--- src/rtl/csu_pkg.sv ---
package csu_pkg;
  localparam int POS_W = 8;
  localparam int CH_IDX_W = 1;
  localparam int IRQ_W = 16;

  localparam int BLKEND_BIT = 3;
  localparam int CSC_BIT0 = 8;
  localparam int BLKST_BIT = 11;

  localparam int OFF_IEN = 'h10;
  localparam int OFF_IDIS = 'h14;
  localparam int OFF_IMASK = 'h18;
  localparam int OFF_ISTAT = 'h1C;
  localparam int CS_BASE = 'h30;
  localparam int CH_STRIDE = 'h30;
  localparam int UD_OFS = 'h18;

  typedef struct packed {
    logic wrEn;
    logic [CH_IDX_W-1:0] chan;
    logic [POS_W-1:0] bitPos;
    logic bitC;
    logic bitU;
    logic commit;
  } capStrobe_t;

  function automatic logic [IRQ_W-1:0] irqValid(input int nCh);
    logic [IRQ_W-1:0] m;
    m = '0;
    m[BLKEND_BIT] = 1'b1;
    m[BLKST_BIT] = 1'b1;
    for (int c = 0; c < nCh; c++) m[CSC_BIT0 + c] = 1'b1;
    return m;
  endfunction
endpackage

--- src/rtl/csu_ctrl.sv ---
module csu_ctrl
  import csu_pkg::*;
#(
  parameter int NUM_CH = 2,
  parameter int BLOCK_BITS = 192,
  parameter int ADDR_W = 8
) (
  input  logic clk,
  input  logic rstN,
  input  logic sfValid,
  input  logic [CH_IDX_W-1:0] sfChan,
  input  logic sfC,
  input  logic sfU,
  input  logic sfStart,
  input  logic [ADDR_W-1:0] regAddr,
  input  logic regWr,
  input  logic regRd,
  input  logic [IRQ_W-1:0] regWData,
  input  logic [NUM_CH-1:0] csDiff,
  output capStrobe_t st,
  output logic [IRQ_W-1:0] isr,
  output logic [IRQ_W-1:0] imr
);
  localparam int CNT_W = $clog2(BLOCK_BITS + 1);
  localparam logic [IRQ_W-1:0] VALID = irqValid(NUM_CH);

  logic [CNT_W-1:0] cnt [NUM_CH];
  logic active;
  logic commitPend;
  logic startHit;
  logic othersDone;
  logic lastWrite;
  logic [IRQ_W-1:0] evtSet;

  always_comb begin
    startHit = sfValid && sfStart && (sfChan == '0);
    othersDone = 1'b1;
    for (int c = 0; c < NUM_CH; c++) begin
      if (CH_IDX_W'(c) != sfChan && cnt[c] != CNT_W'(BLOCK_BITS)) othersDone = 1'b0;
    end
    st = '0;
    st.chan = sfChan;
    st.bitC = sfC;
    st.bitU = sfU;
    st.commit = commitPend;
    if (startHit) begin
      st.wrEn = 1'b1;
      st.bitPos = '0;
    end else if (sfValid && active && cnt[sfChan] < CNT_W'(BLOCK_BITS)) begin
      st.wrEn = 1'b1;
      st.bitPos = POS_W'(cnt[sfChan]);
    end
    lastWrite = st.wrEn && !startHit && othersDone &&
                (st.bitPos == POS_W'(BLOCK_BITS - 1));
  end

  always_ff @(posedge clk) begin
    if (!rstN) begin
      for (int c = 0; c < NUM_CH; c++) cnt[c] <= '0;
      active <= 1'b0;
      commitPend <= 1'b0;
    end else begin
      commitPend <= lastWrite;
      if (startHit) begin
        for (int c = 0; c < NUM_CH; c++) cnt[c] <= (c == 0) ? CNT_W'(1) : '0;
        active <= 1'b1;
      end else if (st.wrEn) begin
        cnt[sfChan] <= cnt[sfChan] + CNT_W'(1);
        if (lastWrite) active <= 1'b0;
      end
    end
  end

  always_comb begin
    evtSet = '0;
    if (startHit) evtSet[BLKST_BIT] = 1'b1;
    if (commitPend) begin
      evtSet[BLKEND_BIT] = 1'b1;
      for (int c = 0; c < NUM_CH; c++) evtSet[CSC_BIT0 + c] = csDiff[c];
    end
  end

  always_ff @(posedge clk) begin
    if (!rstN) begin
      isr <= '0;
      imr <= '0;
    end else begin
      if (regRd && regAddr == ADDR_W'(OFF_ISTAT)) isr <= evtSet;
      else isr <= isr | evtSet;
      if (regWr && regAddr == ADDR_W'(OFF_IEN)) imr <= imr | (regWData & VALID);
      else if (regWr && regAddr == ADDR_W'(OFF_IDIS)) imr <= imr & ~regWData;
    end
  end
endmodule

--- src/rtl/csu_store.sv ---
module csu_store
  import csu_pkg::*;
#(
  parameter int NUM_CH = 2,
  parameter int BLOCK_BITS = 192,
  parameter int WORD_W = 32,
  parameter int ADDR_W = 8
) (
  input  logic clk,
  input  logic rstN,
  input  capStrobe_t st,
  input  logic [ADDR_W-1:0] regAddr,
  output logic [NUM_CH-1:0] csDiff,
  output logic dataHit,
  output logic [WORD_W-1:0] dataWord
);
  localparam int WORDS = BLOCK_BITS / WORD_W;

  logic [BLOCK_BITS-1:0] shC [NUM_CH];
  logic [BLOCK_BITS-1:0] shU [NUM_CH];
  logic [BLOCK_BITS-1:0] vC [NUM_CH];
  logic [BLOCK_BITS-1:0] vU [NUM_CH];

  for (genvar g = 0; g < NUM_CH; g++) begin : g_ch
    always_ff @(posedge clk) begin
      if (!rstN) begin
        shC[g] <= '0;
        shU[g] <= '0;
        vC[g] <= '0;
        vU[g] <= '0;
      end else begin
        if (st.wrEn && st.chan == CH_IDX_W'(g)) begin
          shC[g][st.bitPos] <= st.bitC;
          shU[g][st.bitPos] <= st.bitU;
        end
        if (st.commit) begin
          vC[g] <= shC[g];
          vU[g] <= shU[g];
        end
      end
    end
    assign csDiff[g] = (shC[g] != vC[g]);
  end

  always_comb begin
    dataHit = 1'b0;
    dataWord = '0;
    for (int c = 0; c < NUM_CH; c++) begin
      for (int w = 0; w < WORDS; w++) begin
        if (regAddr == ADDR_W'(CS_BASE + c * CH_STRIDE + 4 * w)) begin
          dataHit = 1'b1;
          dataWord = vC[c][w*WORD_W +: WORD_W];
        end
        if (regAddr == ADDR_W'(CS_BASE + UD_OFS + c * CH_STRIDE + 4 * w)) begin
          dataHit = 1'b1;
          dataWord = vU[c][w*WORD_W +: WORD_W];
        end
      end
    end
  end
endmodule

--- src/rtl/csu_capture.sv ---
module csu_capture
  import csu_pkg::*;
#(
  parameter int NUM_CH = 2,
  parameter int BLOCK_BITS = 192,
  parameter int WORD_W = 32,
  parameter int ADDR_W = 8
) (
  input  logic clk,
  input  logic rstN,
  input  logic sfValid,
  input  logic [CH_IDX_W-1:0] sfChan,
  input  logic sfC,
  input  logic sfU,
  input  logic sfStart,
  input  logic [ADDR_W-1:0] regAddr,
  input  logic regWr,
  input  logic regRd,
  input  logic [IRQ_W-1:0] regWData,
  output logic [WORD_W-1:0] regRData,
  output logic irq
);
  capStrobe_t st;
  logic [NUM_CH-1:0] csDiff;
  logic [IRQ_W-1:0] isrQ;
  logic [IRQ_W-1:0] imrQ;
  logic dataHit;
  logic [WORD_W-1:0] dataWord;
  logic [WORD_W-1:0] ctlWord;

  csu_ctrl #(.NUM_CH(NUM_CH), .BLOCK_BITS(BLOCK_BITS), .ADDR_W(ADDR_W)) u_ctrl (
    .clk(clk), .rstN(rstN), .sfValid(sfValid), .sfChan(sfChan), .sfC(sfC),
    .sfU(sfU), .sfStart(sfStart), .regAddr(regAddr), .regWr(regWr),
    .regRd(regRd), .regWData(regWData), .csDiff(csDiff), .st(st),
    .isr(isrQ), .imr(imrQ)
  );

  csu_store #(.NUM_CH(NUM_CH), .BLOCK_BITS(BLOCK_BITS), .WORD_W(WORD_W),
              .ADDR_W(ADDR_W)) u_store (
    .clk(clk), .rstN(rstN), .st(st), .regAddr(regAddr), .csDiff(csDiff),
    .dataHit(dataHit), .dataWord(dataWord)
  );

  always_comb begin
    ctlWord = '0;
    if (regAddr == ADDR_W'(OFF_IMASK)) ctlWord = WORD_W'(imrQ);
    else if (regAddr == ADDR_W'(OFF_ISTAT)) ctlWord = WORD_W'(isrQ);
  end

  always_ff @(posedge clk) begin
    if (!rstN) regRData <= '0;
    else regRData <= dataHit ? dataWord : ctlWord;
  end

  assign irq = |(isrQ & imrQ);
endmodule

--- config.mk ---
export PLATFORM = sky130hd
export DESIGN_NAME = csu_capture
export DESIGN_NICKNAME = d
export VERILOG_FILES = /design/src/rtl/csu_pkg.sv /design/src/rtl/csu_ctrl.sv /design/src/rtl/csu_store.sv /design/src/rtl/csu_capture.sv
export SDC_FILE = /design/constraint.sdc
export NUM_CORES = 2
export LEC_CHECK = 0
export ABC_AREA = 1
export BUFFER_PORTS_ARGS = -buffer_cell sky130_fd_sc_hd__buf_4
export CORE_UTILIZATION = 30
export CTS_CLUSTER_SIZE = 25
export DETAILED_ROUTE_END_ITERATION = 8
export GPL_ROUTABILITY_DRIVEN = 0
export REMOVE_ABC_BUFFERS = 1
export SYNTH_ARGS = -nofsm -noshare
export SYNTH_HDL_FRONTEND = slang
export SYNTH_SLANG_ARGS = --single-unit
--- constraint.sdc ---
create_clock -name clk -period 20.3 [get_ports clk]
set_input_delay 6.09 -clock clk [delete_from_list [all_inputs] [get_ports clk]]
set_output_delay 6.09 -clock clk [all_outputs]
set_load 0.03 [all_outputs]
==> Yosys cells after proc, flatten, opt, wreduce, memory -nomap -nowiden <==
Memory sizes are Yosys's and may differ from the RTL's.
Cells that the tools add are included.
{ "word_totals": {"word_cells": 1712, "ramBits": 1552, "romBits": 0, "output_inout_bits": 33, "reg_bits": 66, "input_bits": 33, "latch_bits": 0, "n_memories": 5} }
{ "memory_table": {"columns": ["name", "depth", "width", "rd", "rd_ports_with_merged_regs", "wr", "line_no", "rtl"], "rows": [
  ["u_store.shC", 2, 192, 2, 0, 2, "csu_store.sv:19", "logic [BLOCK_BITS-1:0] shC [NUM_CH];"],
  ["u_store.shU", 2, 192, 2, 0, 2, "csu_store.sv:20", "logic [BLOCK_BITS-1:0] shU [NUM_CH];"],
  ["u_store.vC", 2, 192, 2, 0, 2, "csu_store.sv:21", "logic [BLOCK_BITS-1:0] vC [NUM_CH];"],
  ["u_store.vU", 2, 192, 2, 0, 2, "csu_store.sv:22", "logic [BLOCK_BITS-1:0] vU [NUM_CH];"],
  ["u_ctrl.cnt", 2, 8, 3, 0, 2, "csu_ctrl.sv:27", "logic [CNT_W-1:0] cnt [NUM_CH];"]
]} }
{ "op_classes": {"div_mod_pow": 0, "n_bitwise": 781, "addsub": 1, "n_shift": 0, "mux": 860, "n_mul": 0, "n_eq_ne": 33, "n_reduce_logical": 23, "magnitude_cmp": 3} }
{ "op_table": {"columns": ["cell", "n"], "rows": [
  ["2-to-1 mux 192 bit", 6],
  ["2-to-1 mux 1 bit", 817],
  ["2-to-1 mux 32 bit", 25],
  ["bitwise OR 1 bit", 774],
  ["inequality test 192 bit", 2],
  ["== test 8 x 7 -> 1 bit, second input constant", 16],
  ["2-to-1 mux 16 bit", 4],
  ["== test 8 bit, second input constant", 5],
  ["2-to-1 mux 8 bit", 5],
  ["AND 16 bit", 2],
  ["== test 8 x 5 -> 1 bit, second input constant", 4],
  ["== test 8 x 6 -> 1 bit, second input constant", 4],
  ["bitwise OR 16 x 12 -> 16 bit", 2],
  ["inequality test 8 bit, second input constant", 2],
  ["NOT 16 bit", 1],
  ["OR reduction 16 bit", 1],
  ["logical AND 1 bit", 15],
  ["2-to-1 mux 12 bit", 1],
  ["less-than comparator 8 x 9 -> 1 bit, second input constant", 1],
  ["adder 8 x 1 -> 8 bit, second input constant", 1],
  ["demux 1 bit (select 8 bit)", 1],
  ["greater-or-equal comparator 8 x 1 -> 1 bit, second input constant", 1],
  ["less-than comparator 8 bit, second input constant", 1],
  ["OR reduction 8 bit", 1],
  ["other kinds (6)", 9]
]} }

==> Depth between registers and ports, before layout <==
{ "logic_depth": {"depth_word": 26, "ltp_mapped": 22, "ltp_nobuf": 21} }

==> Cells and area by module <==
From an unflattened synthesis, not the netlist that was laid out.
{ "unflattened": {"cells_unflattened": 7508, "hier_area_um2": 74248.7} }
{ "by_module_without_submodules": {"columns": ["module", "area_each_um2", "cells_each", "instances", "seq_area_each_um2"], "rows": [
  ["csu_store", 70495.1, 7023, 1, 46124.2],
  ["csu_ctrl", 2064.5, 259, 1, 920.9],
  ["csu_capture", 1689.1, 226, 1, 640.6]
]} }

==> Worst setup path before layout <==
OpenSTA, ideal clock, no wires.
{ "synth_timing": {"path_type": "input to register", "start": "input rstN", "end": "memory u_store.vC[0][0] (enable)", "required_ps": 19476, "slack_ps": 3938, "setup_time_ps": 824, "t_arrival_ps": 15538, "cell_stages": 3, "path_cell_list": "clkbuf_1 -> clkinv_1 -> or2_2"} }
{ "synth_rtl": {"columns": ["element", "line_no", "rtl"], "rows": [
  ["start, declared", "csu_capture.sv:10", "input logic rstN,"],
  ["end, declared", "csu_store.sv:21", null]
]} }

==> Worst setup path in the final report <==
{ "layout_timing": {"start": "input regAddr[7]", "end": "register regRData[24]"} }
{ "layout_between": {"elab_chain_len": 26, "elab_cells_between_ends": 73, "cone_classes": "24 x eq/ne; 49 x mux"} }
{ "layout_lines": {"columns": ["element", "line_no", "rtl"], "rows": [
  ["start, declared", "csu_capture.sv:16", "input logic [ADDR_W-1:0] regAddr,"],
  ["== test 8 x 6 -> 1 bit", "csu_store.sv:50", "if (regAddr == ADDR_W'(CS_BASE + c * CH_STRIDE + 4 * w)) begin"],
  ["2-to-1 mux 32 bit or 2-to-1 mux 1 bit (tied branches)", "csu_store.sv:50", null],
  ["2-to-1 mux 32 bit or 2-to-1 mux 1 bit (tied branches)", "csu_store.sv:54", "if (regAddr == ADDR_W'(CS_BASE + UD_OFS + c * CH_STRIDE + 4 * w)) begin"],
  ["2-to-1 mux 32 bit or 2-to-1 mux 1 bit (tied branches)", "csu_store.sv:50", null],
  ["2-to-1 mux 32 bit or 2-to-1 mux 1 bit (tied branches)", "csu_store.sv:54", null],
  ["2-to-1 mux 32 bit or 2-to-1 mux 1 bit (tied branches)", "csu_store.sv:50", null],
  ["2-to-1 mux 32 bit or 2-to-1 mux 1 bit (tied branches)", "csu_store.sv:54", null],
  ["2-to-1 mux 32 bit or 2-to-1 mux 1 bit (tied branches)", "csu_store.sv:50", null],
  ["[... 10 more ...]", null, null],
  ["2-to-1 mux 32 bit or 2-to-1 mux 1 bit (tied branches)", "csu_store.sv:54", null],
  ["2-to-1 mux 32 bit or 2-to-1 mux 1 bit (tied branches)", "csu_store.sv:50", null],
  ["2-to-1 mux 32 bit or 2-to-1 mux 1 bit (tied branches)", "csu_store.sv:54", null],
  ["2-to-1 mux 32 bit or 2-to-1 mux 1 bit (tied branches)", "csu_store.sv:50", null],
  ["2-to-1 mux 32 bit or 2-to-1 mux 1 bit (tied branches)", "csu_store.sv:54", null],
  ["2-to-1 mux 32 bit or 2-to-1 mux 1 bit (tied branches)", "csu_store.sv:50", null],
  ["2-to-1 mux 32 bit or 2-to-1 mux 1 bit (tied branches)", "csu_store.sv:54", null],
  ["2-to-1 mux 32 bit *", "csu_capture.sv:52", "else regRData <= dataHit ? dataWord : ctlWord;"],
  ["end signal, assigned", "csu_capture.sv:52", null],
  ["end, declared", "csu_capture.sv:20", "output logic [WORD_W-1:0] regRData,"]
]} }
Mark *: on every way between the ends. The rest lies on a longest branch, timed or not.
A chain may end at the register's enable or synchronous reset.

==> flow_metrics.env <==
export IMPL_die_width_um=497
export IMPL_crit_path_max_fanout=28
export IMPL_hold_class="register to register"
export IMPL_critPathArrivalTime_ns=10.73
export IMPL_synth_xor_area_frac=0.0352
export IMPL_synth_simple_area_share=0.225
export IMPL_worst_slew_pin_slew_ns=1.31
export IMPL_muxShareOfSynthArea=0.000409
export IMPL_synthFlopType="edfxtp_1"
export IMPL_grtUsageMet3=0.0273
export IMPL_vias=53100
export IMPL_setup_violations=0
export IMPL_power_frac_comb=0.042
export IMPL_syn2layout_area_growth_pct=12.4
export IMPL_finalPower_mw=7.09
export IMPL_cts_setup_buffers=0
export IMPL_fin_crit_ns=10.01
export IMPL_place_area_um2=77300
export IMPL_cts_path_max_buffers=3
export IMPL_grt_ovfl_total=0
export IMPL_clkLatencyLatePin_ns=0.83
export IMPL_ctsHtreeMaxLevel=4
export IMPL_design_die_area_um2=247000
export IMPL_p_sw_frac=0.230
export IMPL_p_leak_nw=31.8
export IMPL_viasPerCell=4.94
export IMPL_cts_resized_gates=0
export IMPL_max_cap_violations=0
export IMPL_switchingPower_mw=1.63
export IMPL_seq_power_share=0.534
export IMPL_syn_cell_area_um2=73400
export IMPL_drt_pass1_iterations=8
export IMPL_holdBufCountCts=0
export IMPL_clock_skew_ns=0.0349
export IMPL_clockPowerShare=0.424
export IMPL_async_flop_share=0
export IMPL_use_met1=0.233
export IMPL_dp_hpwl_um=141000
export IMPL_setup_slack_ns=10.29
export IMPL_numCtsBuffers=162
export IMPL_grt_pass1_wl_um=336000
export IMPL_synth_edf_count=1552
export IMPL_synthAdderAreaFrac=0.000170
export IMPL_wirelength_um=233000
export IMPL_crit_path_start_kind="input pin"
export IMPL_fin_crit_sh=0.493
export IMPL_tns_ns=0
export IMPL_cts_tree="yes"
export IMPL_initial_core_util=0.302
export IMPL_grt_max_degree=196
export IMPL_ys_seq_elements=1606
export IMPL_synth_top_family_by_area="simple AND/OR/NAND/NOR gates"
export IMPL_grt_usage=0.185
export IMPL_finalInstanceArea_um2=82500
export IMPL_synth_cell_types=42
export IMPL_maxSlewViolCount=0
export IMPL_final_cells=10700
export IMPL_die_h_um=497
export IMPL_worstPathRequired_ns=21.02
export IMPL_fmax_mhz=99.9
export IMPL_internal_power_mw=5.46
export IMPL_rows=181
export IMPL_ys_seq_area_frac=0.649
export IMPL_slew_headroom=0.125
export IMPL_post_drt_wl_per_cell_um=21.7
export IMPL_end_kind="register"
export IMPL_core_um2=243000
export IMPL_power_density_nw_per_um2=85.9
export IMPL_grt_use_met2=0.308
export IMPL_path_clk_slew_ns=0.06
export IMPL_critPathKind="input pin to register"
export IMPL_syn_area_per_cell_um2=9.82
export IMPL_synth_warnings=0
export IMPL_drive_above_1_share=0.0772
export IMPL_synthCells=7480
export IMPL_outcome="complete, no violations"
export IMPL_hold_violations=0
export IMPL_vdd_ir_drop_worst_mv=0.0680
export IMPL_root_buffer="clkbuf_16"
export IMPL_nets=7423
export IMPL_top_usage_layer="met2"
export IMPL_place_inst=10400
export IMPL_cts_sinks=1606
export IMPL_dp_slack_ns=9.57
export IMPL_synth_compound_area_frac=0.0159
export IMPL_ant_nets=0
export IMPL_grt_pass1_vias=51100
export IMPL_port_buffers=65
export IMPL_ios=66
export IMPL_initialDrtViolationCount=6485
export IMPL_rsz0062_at_grt="false"
export IMPL_drc=0
export IMPL_antenna_found_initial=7
[cells in the mapped netlist (54+ instances only)]
library cell	count	area share
edfxtp_1	1552	0.63
inv_1	985	0.050
nor2_1	1718	0.088
xnor2_1	288	0.034
clkbuf_1	332	0.017
a21oi_1	84	0.0057
nand4_1	214	0.018
nand3_1	496	0.034
buf_2	79	0.0054
nand2_1	1348	0.069
dfxtp_1	54	0.015
or2_2	125	0.011
[final cells by class]
type                    count  area [um^2]
fillers                 24500       161000
flip-flops and latches   1606        47700
multi-input cells        4456        20600
clock buffers             215         4310
well taps                3202         4010
inverters                 997         3760
repair buffers            166         1300
clock inverters            86          882
diodes                      2         5.00
[power groups by stage]
stage	registers (mW)	clock network [mW]	logic (mW)
6_report	3.79	3.01	0.298
2_1_floorplan	3.86	0	0.158
3_5_place_dp	3.86	0	0.296
5_1_grt	3.80	3.15	0.318
4_1_cts	3.79	3.04	0.297
3_3_place_gp	3.85	0	0.291
[layout by cell type (no fill, tap or decap), drive strengths merged, types with 6 or more instances in the layout]
cell type / n
buf: 166
xnor2: 288
o221ai: 6
o211ai: 6
o21ai: 46
or2: 128
xor2: 7
edfxtp: 1552
nand3: 496
nand4: 214
clkbuf: 215
o2111ai: 33
nand2: 1348
inv: 1004
bufinv: 12
clkinv: 64
dfxtp: 54
a21oi: 85
nor4: 36
o22ai: 7
nor2: 1733
nor3: 9
[kinds of logic after synthesis]
family          after synthesis
buf+inv                    1418
compound gates              191
simple gates               3966
mux                           3
xor+xnor                    295
fa+ha+maj                     1
flops                      1606
[routing by layer]
layer  routed length [um]  part of all wire  up-vias
met3                19800             0.085      477
met1                89700              0.39    25900
met4                12400             0.053        6
met2               111000              0.48     2589
li1                     -                 -    24100
met5                   37           0.00016        -
[path summary, 6_finish.rpt]
path / from / to / slack (ns) / depth (start not counted)
max: regAddr[7] / regRData[24]$_SDFF_PN0_ / 10.29 / 13
min: u_ctrl.imr[0]$_SDFFE_PN0P_ / u_ctrl.imr[0]$_SDFFE_PN0P_ / 0.43 / 2
max reg2reg: u_ctrl.cnt[1][7]$_SDFFCE_PN0P_ / u_store.shU[1][66]$_SDFFCE_PN0P_ / 16.27 / 10
min reg2reg: u_ctrl.imr[0]$_SDFFE_PN0P_ / u_ctrl.imr[0]$_SDFFE_PN0P_ / 0.43 / 2
[metrics by stage]
stage          hold slack [ns]   util
2_1_floorplan            0.413      -
3_3_place_gp             0.422  0.318
3_5_place_dp             0.423  0.318
4_1_cts                  0.432  0.339
5_1_grt                  0.450  0.339
6_report                 0.433  0.339
[sequential cells by signal, indices dropped and copies added (netlist names), named ones only]
register / flops
u_store.vC: 384
u_ctrl.imr: 12
u_store.vU: 384
u_ctrl.commitPend: 1
u_store.shC: 384
u_ctrl.active: 1
u_ctrl.cnt: 16
regRData: 32
u_ctrl.isr: 4
u_store.shU: 384
[worst max-delay path, cell delays in order]
cell and delay [ns]:
buf_4 0.11, inv_1 0.10, nand2_1 0.14, nor2_1 0.77, inv_1 0.33, nor2_2 0.15
buf_4 0.51, clkinv_1 0.47, nand4_1 0.26, nand2_1 0.43, inv_1 0.87, o21ai_0 0.25
nor2_1 0.21
Power figures use the tool's default switching activity.
